File: config.mk
export PLATFORM = sky130hd
export DESIGN_NAME = tx_word_buffer
export DESIGN_NICKNAME = d
export VERILOG_FILES = /design/src/rtl/tx_buf_pkg.sv /design/src/rtl/tx_half_fsm.sv /design/src/rtl/tx_word_store.sv /design/src/rtl/tx_word_buffer.sv
export SDC_FILE = /design/constraint.sdc
export NUM_CORES = 1
export LEC_CHECK = 0
export CAP_MARGIN = 15
export CORE_UTILIZATION = 30
export CTS_BUF_LIST = sky130_fd_sc_hd__clkbuf_8
export DETAILED_ROUTE_END_ITERATION = 16
export DONT_BUFFER_PORTS = 1
export PLACE_DENSITY_LB_ADDON = 0.25
export RECOVER_POWER = 50
export SYNTH_ARGS = -nofsm -noshare
export SYNTH_HDL_FRONTEND = slang
export SYNTH_SLANG_ARGS = --single-unit
File: constraint.sdc
create_clock -name clk -period 4.3 [get_ports clk]
set_clock_uncertainty 0.15 [all_clocks]
set_input_delay 0.43 -clock clk [delete_from_list [all_inputs] [get_ports clk]]
set_output_delay 0.43 -clock clk [all_outputs]
set_load 0.05 [all_outputs]
File: src/rtl/tx_buf_pkg.sv
package tx_buf_pkg;

    typedef enum logic {
        ST_WAIT_LO = 1'b0,
        ST_HOLD_LO = 1'b1
    } half_state_t;

endpackage

File: src/rtl/tx_half_fsm.sv
module tx_half_fsm
    import tx_buf_pkg::*;
#(
    parameter int WORD_W = 31,
    parameter int BUS_W  = 16
) (
    input  logic              clk,
    input  logic              rst_n,
    input  logic [BUS_W-1:0]  host_data,
    input  logic              load_lo,
    input  logic              load_hi,
    input  logic              store_full,
    output logic              commit,
    output logic [WORD_W-1:0] commit_word
);

    localparam int HI_W = WORD_W - BUS_W;

    half_state_t state_q, state_d;
    logic [BUS_W-1:0] lo_half_q;
    logic             take_lo;

    // State register
    always_ff @(posedge clk) begin
        if (!rst_n) state_q <= ST_WAIT_LO;
        else        state_q <= state_d;
    end

    // Next-state logic: the high-half strobe is considered first
    always_comb begin
        state_d = state_q;
        take_lo = 1'b0;
        unique case (state_q)
            ST_WAIT_LO: begin
                if (load_lo && !store_full) begin
                    take_lo = 1'b1;
                    state_d = ST_HOLD_LO;
                end
            end
            ST_HOLD_LO: begin
                if (load_hi) begin
                    if (!store_full) state_d = ST_WAIT_LO;
                end else if (load_lo) begin
                    take_lo = 1'b1;
                end
            end
            default: state_d = ST_WAIT_LO;
        endcase
    end

    // Pending low half
    always_ff @(posedge clk) begin
        if (!rst_n)       lo_half_q <= '0;
        else if (take_lo) lo_half_q <= host_data;
    end

    // Outputs
    always_comb begin
        commit      = 1'b0;
        commit_word = {host_data[HI_W-1:0], lo_half_q};
        unique case (state_q)
            ST_WAIT_LO: commit = 1'b0;
            ST_HOLD_LO: commit = load_hi && !store_full;
            default:    commit = 1'b0;
        endcase
    end

    AST_ORPHAN_HI: assert property (@(posedge clk) disable iff (!rst_n)
        (state_q == ST_WAIT_LO && !load_lo) |=> (state_q == ST_WAIT_LO));

    AST_COMMIT_CLEARS: assert property (@(posedge clk) disable iff (!rst_n)
        commit |=> (state_q == ST_WAIT_LO));

    AST_RECAPTURE_STAYS: assert property (@(posedge clk) disable iff (!rst_n)
        (state_q == ST_HOLD_LO && load_lo && !load_hi) |=> (state_q == ST_HOLD_LO));

endmodule

File: src/rtl/tx_word_store.sv
module tx_word_store #(
    parameter int DEPTH  = 8,
    parameter int WORD_W = 31
) (
    input  logic                       clk,
    input  logic                       rst_n,
    input  logic                       push,
    input  logic [WORD_W-1:0]          push_word,
    input  logic                       pop,
    output logic [WORD_W-1:0]          head_word,
    output logic [$clog2(DEPTH+1)-1:0] level,
    output logic                       full,
    output logic                       empty
);

    localparam int PTR_W = (DEPTH > 1) ? $clog2(DEPTH) : 1;
    localparam int CNT_W = $clog2(DEPTH + 1);
    localparam logic [PTR_W-1:0] LAST_SLOT = PTR_W'(DEPTH - 1);
    localparam logic [CNT_W-1:0] CAP       = CNT_W'(DEPTH);

    logic [WORD_W-1:0] slots [DEPTH];
    logic [PTR_W-1:0]  wr_ptr, rd_ptr;
    logic [CNT_W-1:0]  count;
    logic              do_push, do_pop;

    function automatic logic [PTR_W-1:0] step_ptr(input logic [PTR_W-1:0] p);
        return (p == LAST_SLOT) ? '0 : p + 1'b1;
    endfunction

    assign full    = (count == CAP);
    assign empty   = (count == '0);
    assign do_push = push && !full;
    assign do_pop  = pop && !empty;

    always_ff @(posedge clk) begin
        if (!rst_n) begin
            wr_ptr <= '0;
            rd_ptr <= '0;
            count  <= '0;
        end else begin
            if (do_push) wr_ptr <= step_ptr(wr_ptr);
            if (do_pop)  rd_ptr <= step_ptr(rd_ptr);
            unique case ({do_push, do_pop})
                2'b10:   count <= count + 1'b1;
                2'b01:   count <= count - 1'b1;
                default: count <= count;
            endcase
        end
    end

    always_ff @(posedge clk) begin
        if (do_push) slots[wr_ptr] <= push_word;
    end

    assign head_word = slots[rd_ptr];
    assign level     = count;

    AST_NO_OVERFLOW: assert property (@(posedge clk) disable iff (!rst_n)
        (full && !pop) |=> $stable(count));

    AST_PUSH_COUNTS: assert property (@(posedge clk) disable iff (!rst_n)
        (push && !full && !pop) |=> (count == $past(count) + 1'b1));

    AST_POP_EMPTY: assert property (@(posedge clk) disable iff (!rst_n)
        (empty && pop && !push) |=> (count == '0));

    AST_BOTH_HOLD: assert property (@(posedge clk) disable iff (!rst_n)
        (push && pop && !full && !empty) |=> $stable(count));

endmodule

File: src/rtl/tx_word_buffer.sv
module tx_word_buffer #(
    parameter int DEPTH  = 8,
    parameter int WORD_W = 31,
    parameter int BUS_W  = 16
) (
    input  logic                       clk,
    input  logic                       rst_n,
    input  logic [BUS_W-1:0]           host_data,
    input  logic                       load_lo,
    input  logic                       load_hi,
    input  logic                       pop_req,
    output logic [WORD_W-1:0]          head_word,
    output logic [$clog2(DEPTH+1)-1:0] level,
    output logic                       full,
    output logic                       tx_ready
);

    logic              commit;
    logic [WORD_W-1:0] commit_word;
    logic              store_full;
    logic              store_empty;

    tx_half_fsm #(
        .WORD_W (WORD_W),
        .BUS_W  (BUS_W)
    ) u_half (
        .clk         (clk),
        .rst_n       (rst_n),
        .host_data   (host_data),
        .load_lo     (load_lo),
        .load_hi     (load_hi),
        .store_full  (store_full),
        .commit      (commit),
        .commit_word (commit_word)
    );

    tx_word_store #(
        .DEPTH  (DEPTH),
        .WORD_W (WORD_W)
    ) u_store (
        .clk       (clk),
        .rst_n     (rst_n),
        .push      (commit),
        .push_word (commit_word),
        .pop       (pop_req),
        .head_word (head_word),
        .level     (level),
        .full      (store_full),
        .empty     (store_empty)
    );

    assign full     = store_full;
    assign tx_ready = store_empty;

    AST_READY_RISES: assert property (@(posedge clk) disable iff (!rst_n)
        (level == 1 && pop_req && !commit) |=> tx_ready);

    AST_READY_FALLS: assert property (@(posedge clk) disable iff (!rst_n)
        (tx_ready && commit) |=> !tx_ready);

endmodule

# Yosys cells after proc, flatten, opt, wreduce, memory -nomap -nowiden
# Memories as Yosys holds them, arrays and structs flattened. A register that Yosys moved wholly into a read port is not among the register bits.
# Cells that the tools add are included.
[classes]
n_eq_ne = 5
n_div = 0
multipliers = 0
mux = 15
n_addsub = 4
magnitude_cmp = 0
n_reduce_logical = 8
n_shift = 0
bitwise_logic = 1
[ops]
columns = ["operator", "count"]
rows = [
  ["3-bit 2-to-1 mux", 4],
  ["4-bit case mux with 2 select lines", 1],
  ["1-bit 2-to-1 mux", 7],
  ["3-bit by 1-bit adder with 3-bit output (second input constant)", 2],
  ["3-bit equality test (second input constant)", 2],
  ["1-bit case mux with 2 select lines", 3],
  ["4-bit by 1-bit adder with 4-bit output (second input constant)", 1],
  ["4-bit equality test (second input constant)", 1],
  ["1-bit logical AND", 4],
  ["4-bit zero test", 1],
  ["4-bit by 1-bit subtractor with 4-bit output (second input constant)", 1],
  ["2-bit by 1-bit equality test with 1-bit output (second input constant)", 1],
  ["2-bit equality test (second input constant)", 1],
  ["1-bit zero test", 2],
  ["2-bit nonzero test", 1],
  ["1-bit NOT", 1],
]
[word_totals]
latch_bits = 0
in_bits = 21
mem_count = 1
rom_bits = 0
regBits = 27
output_inout_bits = 37
wordCells = 39
ram_bits = 248
[mem_list]
columns = ["name", "words", "width", "read_ports", "rd_ports_with_merged_regs", "write_ports", "line", "source"]
rows = [
  ["u_store.slots", 8, 31, 1, 1, 1, "tx_word_store.sv:21", "logic [WORD_W-1:0] slots [DEPTH];"],
]

# Logic depth before layout (Yosys ltp)
[logic_depth]
depth_word = 7
depth_mapped = 12
mapped_depth_nobuf = 11

# Hierarchy
# From an unflattened synthesis, not the netlist that was laid out.
[unflattened]
cells_unflattened = 532
hier_area_um2 = 11153.2
[by_module_without_submodules]
columns = ["module", "instances", "seq_area_each_um2", "cells_each", "area_per_inst_um2"]
rows = [
  ["tx_word_store", 1, 7707.4, 438, 10324.9],
  ["tx_half_fsm", 1, 340.3, 94, 828.3],
]

# Worst setup path after synthesis
# Ideal clock, no wire load.
[synth_timing]
path_type = "reg-to-reg"
start = "register u_store.count[0] (netlist: u_store.level[0])"
end = "memory u_store.slots[0][0], enable pin"
stages_incl_launch_ff = 6
path_buffers = 0
arrival_ps = 4404
required_time_ps = 3653
period_less_slack_ps = 5051
setup_time_ps = 497
slack_ps = -751
path_cell_list = "dfxtp_1 > or4b_4 > inv_2 > nor2_2 > inv_2 > nor4_1"
[synth_between]
elab_chain_cells = 7
[synth_lines]
columns = ["element", "line", "source"]
rows = [
  ["start: declaration", "tx_word_store.sv:23", "logic [CNT_W-1:0] count;"],
  ["start signal: assignment", "tx_word_store.sv:44", "2'b10: count <= count + 1'b1;"],
  ["start signal: assignment", "tx_word_store.sv:45", "2'b01: count <= count - 1'b1;"],
  ["start signal: assignment", "tx_word_store.sv:46", "default: count <= count;"],
  ["4-bit equality test (*)", "tx_word_store.sv:30", "assign full = (count == CAP);"],
  ["via full", "tx_word_buffer.sv:14", "output logic full,"],
  ["1-bit zero test (*)", "tx_half_fsm.sv:63, tx_word_store.sv:32", ""],
  ["1-bit logical AND", "tx_half_fsm.sv:63", "ST_HOLD_LO: commit = load_hi && !store_full;"],
  ["1-bit case mux with 2 select lines", "tx_half_fsm.sv:61", "unique case (state_q)"],
  ["1-bit logical AND (*)", "tx_word_store.sv:32", "assign do_push = push && !full;"],
  ["1-bit 2-to-1 mux (*)", "tx_word_store.sv:52", "if (do_push) slots[wr_ptr] <= push_word;"],
  ["1-bit 2-to-1 mux (not written as such) (*)", "tx_word_store.sv:52", ""],
  ["end: declaration", "tx_word_store.sv:21", ""],
]
# The timed path passes the listed nets; every way through them passes the cells marked *.

# Worst setup path in the final report
[layout_timing]
start = "register u_store.count[2] (netlist: u_store.level[2])"
end = "register u_store.count[2] (netlist: u_store.level[2])"
[layout_between]
elab_chain_cells = 7
elab_cells_between_ends = 14
classes_between = "add/sub: 2; eq/ne: 3; mux: 2; reduce/logical: 7"
[layout_lines]
columns = ["element", "line", "source"]
rows = [
  ["4-bit equality test (*)", "tx_word_store.sv:30", ""],
  ["via full", "tx_word_buffer.sv:14", ""],
  ["1-bit zero test (*)", "tx_half_fsm.sv:63, tx_word_store.sv:32", ""],
  ["1-bit logical AND", "tx_half_fsm.sv:63", ""],
  ["1-bit case mux with 2 select lines", "tx_half_fsm.sv:61", ""],
  ["1-bit logical AND (*)", "tx_word_store.sv:32", ""],
  ["2-bit by 1-bit equality test with 1-bit output or 2-bit equality test (tied branches)", "tx_word_store.sv:43", "unique case ({do_push, do_pop})"],
  ["4-bit case mux with 2 select lines or 2-bit nonzero test (tied branches)", "n/a", ""],
]
# Marked as above.
# A chain may end at the register's enable or synchronous reset.

==> impl_metrics.env <==
export IMPL_status="finished clean"
export IMPL_synthCells=514
export IMPL_syn_nets=542
export IMPL_via_count=5033
export IMPL_maxSlewViolCount=0
export IMPL_power_switching_mw=2.086
export IMPL_ir_drop_v=0.0003542
export IMPL_worst_slew_pin_slew_ps=1402
export IMPL_core_area_um2=34710
export IMPL_drtIter0Drc=338
export IMPL_rsz0062_at_grt="no"
export IMPL_portBuffers=0
export IMPL_crit_path_max_incr_delay_ps=740
export IMPL_combPwrFrac_pct=22.0
export IMPL_clk_pin_slew_worst_paths_ps=70
export IMPL_r2r_setup_slack_ps=600
export IMPL_htreeDepth=2
export IMPL_synth_top_family_by_area="multiplexers"
export IMPL_synth_most_common_cell="edfxtp_1"
export IMPL_synth_area_leaders="edfxtp_1, mux4_2, dfxtp_1"
export IMPL_clk_path_buf_depth=3
export IMPL_end_kind="flop"
export IMPL_viasPerCell=4.717
export IMPL_synth_fa_ha_area_share_pct=0.8251
export IMPL_grt_pass1_vias=5477
export IMPL_post_cts_setup_buffers=0
export IMPL_pre_cts_ws_ps=944.7
export IMPL_hold_viol_final=0
export IMPL_dieArea_um2=36140
export IMPL_synth_seq_cells=278
export IMPL_p_seq_share_pct=46.7
export IMPL_grt_overflow_total=0
export IMPL_fin_crit_ps=3697
export IMPL_dp_cells=964
export IMPL_stdcell_count=1067
export IMPL_cts_buffers=45
export IMPL_hold_class="input port to flop"
export IMPL_drive_gt1_share_pct=30.77
export IMPL_gp_congestion=0.6879
export IMPL_synth_xor_area_share_pct=0.2475
export IMPL_finalWirelength_um=22280
export IMPL_p_int_mw=4.759
export IMPL_placed_cell_area_um2=11300
export IMPL_synth_edf_count=248
export IMPL_initial_core_util_pct=30.58
export IMPL_ys_warn_count=0
export IMPL_crit_buf_inv=3
export IMPL_path_delay_family="simple AND/OR/NAND/NOR gates"
export IMPL_synth_simple_area_share_pct=3.289
export IMPL_synth_area_um2=10620
export IMPL_synth_compound_area_share_pct=1.839
export IMPL_stdcell_area_um2=12330
export IMPL_nNetsFinal=602
export IMPL_static_leakage_power_nw=3.910
export IMPL_rows=68
export IMPL_drtPass1Iterations=6
export IMPL_startpoint_type="flop"
export IMPL_netSwitchingFraction_pct=30.48
export IMPL_die_y_um=190.1
export IMPL_die_w_um=190.1
export IMPL_cts_root_buffer="clkbuf_8"
export IMPL_drv_cap=0
export IMPL_synth_top_area_share_pct=70.16
export IMPL_clkSinkCount=278
export IMPL_setup_tns_ps=0
export IMPL_grt_pass1_wl_um=34070
export IMPL_drcViolationCount=0
export IMPL_cp_required_ps=4610
export IMPL_fill_cells=3257
export IMPL_dpl_hpwl_um=12420
export IMPL_clkLatencyLatePin_ps=540
export IMPL_ys_seq_area_share_pct=75.81
export IMPL_critPathSlowestCell="or4b_1"
export IMPL_synth_mux_area_share_pct=16.63
export IMPL_cp_arrival_ps=4010
export IMPL_synth_largest_area_cell="edfxtp_1"
export IMPL_synth_ff_type="edfxtp_1"
export IMPL_antenna_left=0
export IMPL_grt_max_degree=45
export IMPL_synth_cell_types=36
export IMPL_cts_tree="built"
export IMPL_setup_ws_ps=603.0
export IMPL_synth_common_cells="edfxtp_1, mux4_2, mux2_2, dfxtp_1, nand2_1"
export IMPL_routedWlPerCell_um=20.88
export IMPL_avgSynthCellArea_um2=20.65
export IMPL_relSlewSlack_pct=6.265
export IMPL_antenna_found_initial=1
export IMPL_finalPower_mw=6.846
export IMPL_grt_total_usage_pct=12.67
export IMPL_final_core_util_pct=35.51
export IMPL_powerDensity_nw_per_um2=555.3
export IMPL_holdWs_ps=75.68
export IMPL_power_frac_clock_pct=31.3
export IMPL_fin_crit_sh_pct=85.98
export IMPL_clock_fmax_mhz=270.5
export IMPL_cp_cell_sequence="clkbuf_1, or4b_1, inv_2, nor2_2, inv_2, ha_1, xor2_1, ha_1, a21oi_1, xor2_1, or3_2, a21boi_0"
export IMPL_async_flop_share_pct=0
export IMPL_ios=58
export IMPL_area_delta_synth_final_pct=16.12
export IMPL_worst_setup_path_type="flop to flop"
export IMPL_setup_viol=0
export IMPL_crit_fanout=11
-- tightest hold or removal path: cells and delay by family --
kind | cells | cell delay, ps
buffers and inverters | 1 | 170
and+or+nand+nor | 2 | 120
-- layout make-up --
class,count,area [um2],share of cell area [%]
Antenna cell,1,2.502,0.02030
Inverter,3,11.26,0.09135
Timing Repair Buffer,39,365.4,2.964
Tap cell,455,569.3,4.618
Clock buffer,50,688.2,5.583
Multi-Input combinational cell,207,2464,19.99
Clock inverter,34,172.7,1.401
Sequential cell,278,8054,65.34
-- power groups by stage --
stage / Combinational (mW) / Sequential, mW / Clock, mW
finish: 1.50 / 3.20 / 2.14
global route: 1.61 / 3.22 / 2.32
CTS: 1.56 / 3.21 / 2.21
detailed placement: 1.52 / 3.26 / 0
global placement: 1.50 / 3.26 / 0
floorplan: 1.28 / 3.21 / 0
-- layer usage --
metal	global-route usage (%)	vias up	wire, um
li1	-	2225	-
met1	16.15	2656	9675
met2	20.79	114	10830
met3	3.505	38	1310
met4	4.125	0	464
met5	0	-	0
-- final timing paths --
check	from	end	cells after the start
max	u_store.level[2]	u_store.level[2]	12
min	rst_n	u_half.state_q	3
max reg2reg	u_store.level[2]	u_store.level[2]	12
min reg2reg	u_store.rd_ptr[2]	flop	2
-- placed cells by master, fill, tap and decap left out, types with 2 or more instances in the layout --
master	count
a21boi_0	6
a21oi_1	4
buf_12	3
buf_4	17
clkbuf_1	2
clkbuf_8	50
clkinv_1	8
clkinv_2	5
dfxtp_1	27
dfxtp_2	2
dlygate4sd3_1	17
edfxtp_1	248
ha_1	7
inv_1	19
inv_2	2
mux2_2	31
mux2i_1	2
mux4_2	62
nand2_1	29
nand2b_1	3
nand3_1	16
nor2_4	3
nor2b_1	4
nor3_1	2
nor3_2	3
o21ai_0	16
or3_2	2
xor2_1	2
-- state kept, by name, indices dropped and copies added, names as in the netlist, named ones only --
| signal | flops |
|---|---|
| u_store.wr_ptr | 3 |
| u_store.level | 4 |
| u_store.slots | 248 |
| u_half.lo_half_q | 16 |
| u_store.rd_ptr | 3 |
| u_half.state_q | 1 |
-- repair_timing --
action	in CTS	in global routing
endpoints found under the hold margin	150	0
gates resized for setup	0	0
hold buffers	18	0
-- cells by family after synthesis --
family	count (synthesis)
DFF	278
muxes	95
and+or+nand+nor	71
AOI/OAI and AO/OA	31
buffers and inverters	29
adders and majority gates	7
xor gates and xnor gates	3
Power figures use the tool's default switching activity.
